### config.mk
export PLATFORM = sky130hd
export DESIGN_NAME = ref_divider
export DESIGN_NICKNAME = d
export VERILOG_FILES = /design/src/rtl/rdiv_pkg.sv /design/src/rtl/rdiv_counter.sv /design/src/rtl/rdiv_stretch.sv /design/src/rtl/rdiv_outmux.sv /design/src/rtl/ref_divider.sv
export SDC_FILE = /design/constraint.sdc
export NUM_CORES = 1
export LEC_CHECK = 0
export ABC_AREA = 1
export CAP_MARGIN = 20
export CELL_PAD_IN_SITES_DETAIL_PLACEMENT = 2
export CELL_PAD_IN_SITES_GLOBAL_PLACEMENT = 2
export CORE_ASPECT_RATIO = 1.4
export CORE_MARGIN = 2
export CORE_UTILIZATION = 32
export CTS_CLUSTER_DIAMETER = 100
export CTS_CLUSTER_SIZE = 28
export DETAILED_ROUTE_END_ITERATION = 6
export PLACE_DENSITY = 0.9
export SYNTH_ARGS = -nofsm -noshare
export SYNTH_HDL_FRONTEND = slang
export SYNTH_SLANG_ARGS = --single-unit
### constraint.sdc
create_clock -name clk_osc -period 4.9 [get_ports clk_osc]
set_input_delay 0.735 -clock clk_osc [delete_from_list [all_inputs] [get_ports clk_osc]]
set_output_delay 0.735 -clock clk_osc [all_outputs]
set_load 0.005 [all_outputs]
### src/rtl/rdiv_pkg.sv
package rdiv_pkg;

    localparam int unsigned RATIO_W_DEF = 16;
    localparam int unsigned PULSE_WHOLE = 4;   // whole cycles of the rising-edge level
    localparam int unsigned MIN_PULSED  = 6;   // shortest ratio that fits the pulse and a gap

    typedef enum logic {
        MODE_DIVIDE = 1'b0,
        MODE_PASS   = 1'b1
    } rdiv_mode_e;

    typedef struct packed {
        logic       tc;     // terminal count this cycle
        logic       start;  // begin a stretched pulse
        rdiv_mode_e mode;   // mode in force for the current period
    } rdiv_tick_t;

    // ratio actually used: 1 stays 1, short ratios are raised to the minimum
    function automatic int unsigned clamp_ratio(input int unsigned r);
        if (r == 1)
            return 1;
        else if (r < MIN_PULSED)
            return MIN_PULSED;
        else
            return r;
    endfunction

endpackage

### src/rtl/rdiv_counter.sv
module rdiv_counter
    import rdiv_pkg::*;
#(
    parameter int unsigned RATIO_W = RATIO_W_DEF
) (
    input  logic               clk,
    input  logic               rst,
    input  logic [RATIO_W-1:0] ratio,
    output rdiv_tick_t         tick
);

    localparam logic [RATIO_W-1:0] ONE = RATIO_W'(1);

    logic [RATIO_W-1:0] cnt_q;
    logic [RATIO_W-1:0] reload;
    rdiv_mode_e         mode_q;
    logic               at_tc;
    logic               pass_req;

    assign at_tc    = (cnt_q == '0);
    assign pass_req = (ratio == ONE);
    assign reload   = RATIO_W'(clamp_ratio(32'(ratio)) - 1);

    always_ff @(posedge clk) begin
        if (rst) begin
            cnt_q  <= '0;
            mode_q <= MODE_DIVIDE;
        end else if (at_tc) begin
            cnt_q  <= reload;
            mode_q <= pass_req ? MODE_PASS : MODE_DIVIDE;
        end else begin
            cnt_q  <= cnt_q - ONE;
        end
    end

    always_comb begin
        tick.tc    = at_tc;
        tick.start = at_tc && !pass_req;
        tick.mode  = mode_q;
    end

endmodule

### src/rtl/rdiv_stretch.sv
module rdiv_stretch
    import rdiv_pkg::*;
#(
    parameter int unsigned WHOLE = PULSE_WHOLE
) (
    input  logic clk,
    input  logic rst,
    input  logic start,
    output logic lvl_r,
    output logic half_f,
    output logic pulse
);

    localparam int unsigned PW_W = $clog2(WHOLE + 1);
    localparam logic [PW_W-1:0] PW_LOAD = PW_W'(WHOLE);

    logic [PW_W-1:0] pw_q;

    always_ff @(posedge clk) begin
        if (rst)
            pw_q <= '0;
        else if (start)
            pw_q <= PW_LOAD;
        else if (pw_q != '0)
            pw_q <= pw_q - PW_W'(1);
    end

    assign lvl_r = (pw_q != '0);

    // falling-edge copy adds the trailing half cycle
    always_ff @(negedge clk) begin
        if (rst)
            half_f <= 1'b0;
        else
            half_f <= lvl_r;
    end

    assign pulse = lvl_r | half_f;

endmodule

### src/rtl/rdiv_outmux.sv
module rdiv_outmux
    import rdiv_pkg::*;
(
    input  logic       clk,
    input  logic       rst,
    input  logic       out_en,
    input  rdiv_mode_e mode,
    input  logic       pulse,
    output logic       en_q,
    output logic       dout
);

    always_ff @(posedge clk) begin
        if (rst)
            en_q <= 1'b0;
        else
            en_q <= out_en;
    end

    always_comb begin
        unique case (mode)
            MODE_PASS:   dout = en_q & clk;
            default:     dout = en_q & pulse;
        endcase
    end

endmodule

### src/rtl/ref_divider.sv
module ref_divider
    import rdiv_pkg::*;
#(
    parameter int unsigned RATIO_W = RATIO_W_DEF
) (
    input  logic               clk_osc,
    input  logic               rst,
    input  logic [RATIO_W-1:0] div_ratio,
    input  logic               out_en,
    output logic               ref_out
);

    rdiv_tick_t tick;
    logic       tc_w;
    logic       start_w;
    logic       pass_w;
    logic       lvl_w;
    logic       half_w;
    logic       pulse_w;
    logic       en_w;

    rdiv_counter #(.RATIO_W(RATIO_W)) u_cnt (
        .clk   (clk_osc),
        .rst   (rst),
        .ratio (div_ratio),
        .tick  (tick)
    );

    assign tc_w    = tick.tc;
    assign start_w = tick.start;
    assign pass_w  = (tick.mode == MODE_PASS);

    rdiv_stretch #(.WHOLE(PULSE_WHOLE)) u_str (
        .clk    (clk_osc),
        .rst    (rst),
        .start  (start_w),
        .lvl_r  (lvl_w),
        .half_f (half_w),
        .pulse  (pulse_w)
    );

    rdiv_outmux u_mux (
        .clk    (clk_osc),
        .rst    (rst),
        .out_en (out_en),
        .mode   (tick.mode),
        .pulse  (pulse_w),
        .en_q   (en_w),
        .dout   (ref_out)
    );

endmodule

Word-level counts from Yosys, hierarchy flattened
Index checks and enable logic that the tools add are counted.

Register bits after elaboration: 22. Input port bits: 19. Output and inout bits: 1.

$add $sub $neg: 3. $lt $le $gt $ge: 1. Eq/ne operators: 1. Mux-type cells: 7. Bitwise gates (word level): 3. Reduce and logical (&&, ||, !) cells: 6.

Operator list (number): $mux 16 (3); $sub 16x1->16 const B (2); $eq 16x1->1 const B (1); $logic_not 16->1 (1); $lt 16x3->1 const B (1); $mux 3 (2); $reduce_bool 3->1 (1); $sub 3x1->3 const B (1); $and 1x1->1 (2); $mux 1 (2); $reduce_bool 2->1 (1); $reduce_or 2->1 (1); $logic_and 1x1->1 (1); $logic_not 1->1 (1); $or 1x1->1 (1).

Depth between registers and ports, before layout
Gate-level depths: netlist (run 1).

Depth after elaboration: 5. Depth in mapped cells: 15. Depth with buffers taken out: 15.

By module
From an unflattened synthesis (run 1), not the netlist that was laid out.

Cells, all modules: 252. Area total of the unflattened synthesis: 1647.8 um^2.

By module, submodules not included: rdiv_counter (times used 1, cells an instance 214, area each 1388.8 um^2, sequential area each 340.3 um^2); rdiv_stretch (times used 1, cells an instance 30, area each 210.2 um^2, sequential area each 80.1 um^2); rdiv_outmux (times used 1, cells an instance 8, area each 48.8 um^2, sequential area each 20.0 um^2).

==> results.toml, run 1 <==
[final_layout]
multiInputGateArea_sq_um = 978.4
regArea_sq_um = 440.4
design_area_sq_um = 1957
nets = 290
n_antenna_cell = 0
fill_cells = 633
drive_above_1_share = 0.1992
areaGrowthSynthToFinish_pct = 23.05

[routing]
drt_iter0_drc = 43
num_vias = 1599
detail-route-antenna-nets = 0
viasPerCell = 4.845
drtPass1Iterations = 4
wl_per_cell_microns = 15.89
wirelength_microns = 5244
drc = 0

[synthesis]
yosys.area.top_type_share = 0.2769
ys_top_cells_by_area = "dfxtp_1 (28%), nand2_1 (11%), nor2_1 (8.7%)"
netlist_area_sq_um = 1590
ys_seq_elements = 22
yosysUniqueCellTypes = 26
seq_area_frac_synth = 0.2769
syn-num-nets = 264
synth_top_area_cell = "dfxtp_1"
synth_warnings = 0
synth_cells = 241
avgSynthCellArea_sq_um = 6.599

[power]
p_leak_nw = 0.9205
ir_drop_v = 0.0002811
p_per_area_nw_per_um2 = 824.3

[worst_setup_path]
start_kind = "flop"
critPathMaxStageDelay_ps = 540
criticalPathCategory = "reg -> out"
crit_path_top_delay_cell = "clkdlybuf4s50_1"
r2r_start = "u_str.pw_q[0]"
crit_start = "u_str.half_f"
cp_data_arrival_time_ps = 4000
end_kind = "output port"
cp.required_ps = 4160
crit_chain = "inv_1, a31oi_1, clkdlybuf4s50_1"
critPathMaxFanout = 1

[flow_run]
maxCapViolCount = 0

[floorplan]
die_h_microns = 87.41
die_x_microns = 63.58
core_sq_um = 4805
initial_core_util = 0.3310
die-area_sq_um = 5558
rows = 30
ios = 20

[timing]
setup_viol = 0
fin_skew_ps = 83.04
fin_tns_setup_ps = 0
slew_viol_final = 0
slew_headroom = 0.7886
rsz0062_at_grt = "false"
hold_violations = 0
tightest_slew_ps = 316.8

[placement]
placedInstanceArea_sq_um = 1861
detailed_place_hpwl_microns = 4220
place_congestion = 0.7808
portBuffers = 19

[cts]
clk_latency_ps = 460
cts_hold_buf = 0
cts_setup_buffers = 0
cts_resized = 0
cts_tree = "built"
clk_pin_slew_worst_paths_ps = 80

[outcome]
status = "complete, no violations"

[global_route]
grt-ovfl-total = 0
grt_usage = 0.2104
grt_pass1_vias = 1832
antenna_found_initial = 0
grt_pass1_wl_microns = 8680
grt_max_degree = 15

[hold_path]
hp-start = "u_str.pw_q[1]"
hold_path.class = "reg -> reg"
cells in the mapped netlist, drive strengths merged:
cell type / count
nand2: 62
nor2: 51
inv: 43
dfxtp: 22
nand3: 22
a21oi: 17
o21ai: 10
ha: 4
nand4: 3
clkbuf: 2
a31oi: 1
nor3: 1
o21a: 1
or2: 1
xor2: 1
layer usage:
| layer | GRT usage | wire (microns) | part of all wire |
|---|---|---|---|
| met1 | 0.2041 | 1909 | 0.36 |
| met2 | 0.4201 | 3081 | 0.59 |
| met3 | 0.02717 | 107 | 0.020 |
| met4 | 0.1166 | 145 | 0.028 |
| met5 | 0 | 0 | 0 |
report_power, final:
part | total [mW] | switching, mW | internal, mW
sequential | 0.289 | 0.0366 | 0.252
clock | 0.215 | 0.0853 | 0.130
combinational | 1.11 | 0.758 | 0.351
total | 1.61 | 0.880 | 0.733
state kept, by name, summed over array words and instances, names as in the netlist:
register and count:
u_str.pw_q 3, u_cnt.mode_q 1, u_mux.en_q 1, u_str.half_f 1, u_cnt.cnt_q 16
placed cells by master, fill, tap and decap left out, types with 2 or more instances in the layout:
master | netlist | final
nand2_1 | 46 | 46
nor2_1 | 37 | 37
inv_1 | 33 | 33
dfxtp_1 | 22 | 22
clkdlybuf4s50_1 | 0 | 19
nand3_1 | 18 | 18
a21oi_1 | 17 | 17
inv_2 | 9 | 9
nor2_4 | 8 | 8
nand2_4 | 8 | 8
nand2_2 | 7 | 7
o21ai_0 | 7 | 7
clkbuf_8 | 0 | 7
nor2_2 | 5 | 5
nand3_2 | 4 | 4
ha_1 | 4 | 4
nand4_1 | 3 | 3
o21ai_1 | 2 | 2
area by class of cell:
class / count / share of cell area
inverter: 42 / 0.08184
tap: 64 / 0.04092
clock buffer: 8 / 0.05435
sequential: 22 / 0.2251
timing repair buffer: 19 / 0.09591
clock inverter: 1 / 0.001918
multi-input combinational: 174 / 0.5000
final timing paths:
path                            slack (ps)             to  cells after the start
worst min-delay path                   530  u_str.pw_q[1]                      2
worst min register to register         530  u_str.pw_q[1]                      2
worst max register to register        1410   u_str.half_f                      4
worst max-delay path                   170        ref_out                      3
logic make-up after synthesis:
family | count (synthesis) | synth area share
xor+xnor | 1 | 0.005508
compound gates | 29 | 0.09599
fa+ha+maj | 4 | 0.03147
simple gates | 140 | 0.4823
buf+inv | 45 | 0.1078
flops | 22 | 0.2769
worst max-delay path: cells and delay by family, from the launching register on:
| family | cells | cell delay, ps |
|---|---|---|
| buf+inv | 2 | 590 |
| flops | 1 | 310 |
| compound gates | 1 | 190 |
stage by stage:
| stage | std cells | setup WS [ps] | total power [mW] | hold slack [ps] | utilization |
|---|---|---|---|---|---|
| finish | 330 | 167.4 | 1.613 | 532.0 | 0.4073 |
| global route | 330 | 154.6 | 1.770 | 565.5 | 0.4073 |
| CTS | 330 | 144.5 | 1.637 | 533.1 | 0.4073 |
| detailed placement | 323 | 719.5 | 1.407 | 509.5 | 0.3872 |
| global placement | 323 | 755.0 | 1.341 | 482.2 | 0.3872 |
| floorplan | 241 | 1227 | 1.136 | 446.2 | - |
No activity file was read; power rests on OpenSTA's default activity.
==> run 2, diff against run 1 <==
--- a/config.mk
+++ b/config.mk
@@ -15,6 +15,7 @@
 export CTS_CLUSTER_DIAMETER = 100
 export CTS_CLUSTER_SIZE = 28
 export DETAILED_ROUTE_END_ITERATION = 6
+export MAX_ROUTING_LAYER = met4
 export PLACE_DENSITY = 0.9
 export SYNTH_ARGS = -nofsm -noshare
 export SYNTH_HDL_FRONTEND = slang
==> run 2 against run 1 <==
  * Utilization is the same
  * Combinational power hardly changed
  * Critical path depth unchanged
  * Power down 0.31%
  * Clock-buffer cell count stayed put
  * Cell count unchanged
  * Sequential share of layout area unchanged
  * Clock power about the same
  * Sequential power is essentially flat
  * Register-to-register slack about the same
  * Die area unchanged
  * Final area stayed put
==> results.toml, run 2 (synthesized netlist as in run 1, its figures left out) <==
[final_layout]
areaGrowthSynthToFinish_pct = 23.05
mostFrequentLayoutCell = "nand2_1"
multiInputGateArea_sq_um = 978.4
design_area_sq_um = 1957
drive_above_1_share = 0.1992
nets = 290
reg.largest.list = "u_cnt.cnt_q (16), u_str.pw_q (3)"
regArea_sq_um = 440.4
largest_register_ff_count = 16
top_register = "u_cnt.cnt_q"
fill_cells = 633
final_cell_mix = "nand2_1 (46), nor2_1 (37), inv_1 (33), dfxtp_1 (22), clkdlybuf4s50_1 (19)"
n_antenna_cell = 0

[worst_setup_path]
criticalPathCategory = "reg -> out"
cp.required_ps = 4160
critPathMaxStageDelay_ps = 540
cp_num_buf_inv = 2
end_kind = "output port"
start_kind = "flop"
critPathMaxFanout = 1
crit_chain = "inv_1, a31oi_1, clkdlybuf4s50_1"
cp_data_arrival_time_ps = 4000
crit_path_top_delay_cell = "clkdlybuf4s50_1"
cp_top_family = "buffers and inverters"

[timing]
fin_tns_setup_ps = 0
setup_viol = 0
rsz0062_at_grt = "false"
fin_skew_ps = 83.02
slew_viol_final = 0
hold_violations = 0
setup_slack_ps = 169.7
slew_headroom = 0.7799
tightest_slew_ps = 329.9

[floorplan]
initial_core_util = 0.3310
rows = 30
die_x_microns = 63.58
ios = 20
die_h_microns = 87.41
die-area_sq_um = 5558
core_sq_um = 4805

[routing]
detail-route-antenna-nets = 0
num_vias = 1597
drt_iter0_drc = 72
drc = 0
wl_per_cell_microns = 15.81
drtPass1Iterations = 4
wirelength_microns = 5218
viasPerCell = 4.839

[outcome]
status = "complete, no violations"

[placement]
detailed_place_hpwl_microns = 4220
place_ws_ps = 719.5
place_congestion = 0.7916
placedInstanceArea_sq_um = 1861
portBuffers = 19

[global_route]
grt_max_degree = 15
grt-ovfl-total = 0
grt_pass1_vias = 1834
antenna_found_initial = 0
grt_pass1_wl_microns = 8659
grt_usage = 0.2157

[cts]
clk_latency_ps = 460
cts_resized = 0
cts_tree = "built"
clk_pin_slew_worst_paths_ps = 80
cts_setup_buffers = 0
cts_hold_buf = 0

[flow_run]
maxCapViolCount = 0

[power]
p_leak_nw = 0.9205
ir_drop_v = 0.0002807
p_per_area_nw_per_um2 = 821.8

[hold_path]
hold_path.class = "reg -> reg"
==> run 2: cell counts in the layout (fill, tap and decap cells not counted) <==
Identical to the previous run, type by type.
==> run 2: final cells by class <==
class,count,area share
tap,64,0.04092
inverter,42,0.08184
sequential,22,0.2251
multi-input combinational,174,0.5000
clock inverter,1,0.001918
timing repair buffer,19,0.09591
clock buffer,8,0.05435
==> run 2: stage by stage <==
step                  util  hold WS (ps)  total power [mW]  instances
global route        0.4073         565.5             1.768        330
CTS                 0.4073         533.1             1.637        330
floorplan                -         446.2             1.136        241
finish              0.4073         532.3             1.608        330
global placement    0.3872         482.2             1.341        323
detailed placement  0.3872         509.5             1.407        323
==> run 2: power breakdown <==
group | total [mW] | internal (mW) | switching, mW
registers | 0.289 | 0.252 | 0.0366
clock network | 0.215 | 0.130 | 0.0848
logic | 1.10 | 0.351 | 0.754
==> run 2: path summary, 6_finish.rpt <==
path                 startpoint       endpoint  slack [ps]  cells past startpoint
setup / recovery   u_str.half_f        ref_out         170                      3
hold / removal    u_str.pw_q[1]  u_str.pw_q[1]         530                      2
setup reg to reg  u_str.pw_q[0]   u_str.half_f        1410                      4
hold reg to reg   u_str.pw_q[1]  u_str.pw_q[1]         530                      2
==> run 2: worst register-to-register path: stages (launching register included) <==
cell and delay [ps]:
dfxtp_1 350, inv_1 50, ha_1 210, ha_1 280, nor2_1 150
==> run 2: layer usage <==
| metal | vias to the layer above | GRT usage | part of all wire |
|---|---|---|---|
| met5 | - | - | 0 |
| met2 | 22 | 0.4211 | 0.59 |
| met4 | 0 | 0.1166 | 0.028 |
| met1 | 765 | 0.2009 | 0.37 |
| met3 | 14 | 0.02717 | 0.014 |
| li1 | 796 | - | - |
==> run 3, diff against run 2 <==
--- a/config.mk
+++ b/config.mk
@@ -11,12 +11,12 @@
 export CELL_PAD_IN_SITES_GLOBAL_PLACEMENT = 2
 export CORE_ASPECT_RATIO = 1.4
 export CORE_MARGIN = 2
-export CORE_UTILIZATION = 32
+export CORE_UTILIZATION = 30
 export CTS_CLUSTER_DIAMETER = 100
 export CTS_CLUSTER_SIZE = 28
 export DETAILED_ROUTE_END_ITERATION = 6
 export MAX_ROUTING_LAYER = met4
-export PLACE_DENSITY = 0.9
+export PLACE_DENSITY = 0.86
 export SYNTH_ARGS = -nofsm -noshare
 export SYNTH_HDL_FRONTEND = slang
 export SYNTH_SLANG_ARGS = --single-unit
==> constraint.sdc (replaced) <==
create_clock -name clk_osc -period 4.4 [get_ports clk_osc]
set_input_delay 0.66 -clock clk_osc [delete_from_list [all_inputs] [get_ports clk_osc]]
set_output_delay 0.66 -clock clk_osc [all_outputs]
set_load 0.005 [all_outputs]
==> run 3 against run 2 <==
  * Critical path depth stayed put
  * Cell count is 0.61% higher
  * Wire length is 2.5% higher
  * Combinational power is 11% higher
  * Clock skew is 4.3 ps lower
  * Power is 12% higher
  * Sequential power is 11% higher
  * Final area is 0.96% higher
  * Setup slack better by 76 ps
  * Critical endpoint unchanged
==> results.toml, run 3 (synthesized netlist as in run 1, its figures left out) <==
[worst_setup_path]
cp_data_arrival_time_ps = 3490
start_kind = "flop"
r2r_start = "u_str.pw_q[0]"
critPathMaxFanout = 1
critPathMaxStageDelay_ps = 310
r2r_end = "u_str.half_f"
cp.required_ps = 3740
end_kind = "output port"
crit_path_top_delay_cell = "dfxtp_1"
cp_top_family = "buffers and inverters"
cp_num_buf_inv = 2
criticalPathCategory = "reg -> out"
crit_chain = "inv_1, a31oi_2, dlygate4sd2_1"
reg2reg_setup_slack_ps = 1200
worst-r2r-cell-count = 4

[global_route]
grt-ovfl-total = 0
grt_usage = 0.2089
grt_pass1_vias = 1832
grt_pass1_wl_microns = 9121
grt_max_degree = 14
antenna_found_initial = 0

[routing]
drc = 0
num_vias = 1618
detail-route-antenna-nets = 0
wirelength_microns = 5351
drt_iter0_drc = 38
viasPerCell = 4.873
drtPass1Iterations = 4
wl_per_cell_microns = 16.12

[power]
power.total_mw = 1.805
ir_drop_v = 0.0003311
p_leak_nw = 0.9297
p_per_area_nw_per_um2 = 913.7

[final_layout]
regArea_sq_um = 440.4
top_register = "u_cnt.cnt_q"
areaGrowthSynthToFinish_pct = 24.23
fill_cells = 617
final_cell_mix = "nand2_1 (46), nor2_1 (37), inv_1 (33), dfxtp_1 (22)"
mostFrequentLayoutCell = "nand2_1"
postLayoutCoreUtil = 0.3830
nets = 290
largest_register_ff_count = 16
n_antenna_cell = 0
drive_above_1_share = 0.2030
reg.largest.list = "u_cnt.cnt_q (16), u_str.pw_q (3)"
multiInputGateArea_sq_um = 984.7

[cts]
cts_hold_buf = 0
cts_tree = "built"
clk_latency_ps = 460
cts_setup_buffers = 0
clk_pin_slew_worst_paths_ps = 90
cts_resized = 2

[floorplan]
core_sq_um = 5159
rows = 31
ios = 20
initial_core_util = 0.3083
die_x_microns = 65.54
die-area_sq_um = 5908
die_h_microns = 90.15

[timing]
fin_skew_ps = 78.77
setup_slack_ps = 245.5
slew_headroom = 0.7620
hold_violations = 0
setup_viol = 0
rsz0062_at_grt = "false"
tightest_slew_ps = 353.3
fin_tns_setup_ps = 0
slew_viol_final = 0

[placement]
place_ws_ps = 535.8
portBuffers = 19
detailed_place_hpwl_microns = 4055
place_congestion = 0.8177

[hold_path]
whs_path_depth = 2
hp-start = "u_str.pw_q[1]"
hold_path.class = "reg -> reg"
holdPathEnd = "u_str.pw_q[1]"

[outcome]
status = "complete, no violations"

[flow_run]
maxCapViolCount = 0
[run 3: changes by cell type in the layout (fill, tap and decap cells not counted)]
| cell | change |
|---|---|
| a31oi_1 | -1 |
| a31oi_2 | +1 |
| clkbuf_16 | +1 |
| clkbuf_8 | -1 |
| clkdlybuf4s50_1 | -1 |
| dlygate4sd2_1 | +1 |
[run 3: where the power goes]
| group | total, mW | leakage, nW | switching [mW] | internal [mW] |
|---|---|---|---|---|
| Combinational | 1.22 | 0.678 | 0.832 | 0.390 |
| Sequential | 0.322 | 0.181 | 0.0419 | 0.280 |
| Clock | 0.262 | 0.0708 | 0.0987 | 0.163 |
[run 3: area by class of cell]
cell class,instances,share of cell area
Clock buffer,8,0.05890
Clock inverter,1,0.001900
Inverter,42,0.08106
Multi-Input combinational cell,174,0.4984
Sequential cell,22,0.2229
Tap cell,66,0.04180
Timing Repair Buffer,19,0.09500
[run 3: routing by layer]
metal	vias up	GRT usage	routed length, microns
li1	796	-	-
met1	787	0.2174	2142
met2	22	0.3793	2973
met3	13	0.03630	111
met4	0	0.08160	122
met5	-	-	0
[run 3: worst max path at each step]
| stage | from | end | slack (ps) | cells past startpoint |
|---|---|---|---|---|
| CTS | u_str.half_f | ref_out | 220 | 3 |
| finish | u_str.half_f | ref_out | 250 | 3 |
| detailed placement | u_str.half_f | ref_out | 540 | 3 |
| global placement | u_str.half_f | ref_out | 580 | 3 |
| global route | u_str.half_f | ref_out | 190 | 3 |
| floorplan | u_str.half_f | ref_out | 1050 | 2 |
[run 3: stage by stage]
stage / instances / instance area [sq um] / hold WS (ps)
CTS: 332 / 1976 / 525.4
floorplan: 241 / 1590 / 446.2
finish: 332 / 1976 / 520.0
global route: 332 / 1976 / 561.1
global placement: 325 / 1863 / 483.2
detailed placement: 325 / 1863 / 502.5
[run 3: worst register-to-register path: cells and delay by family (launching register included)]
kind | cells | cell delay (ps)
adders and majority gates | 2 | 490
buffers and inverters | 1 | 50
DFF | 1 | 350
and+or+nand+nor | 1 | 120
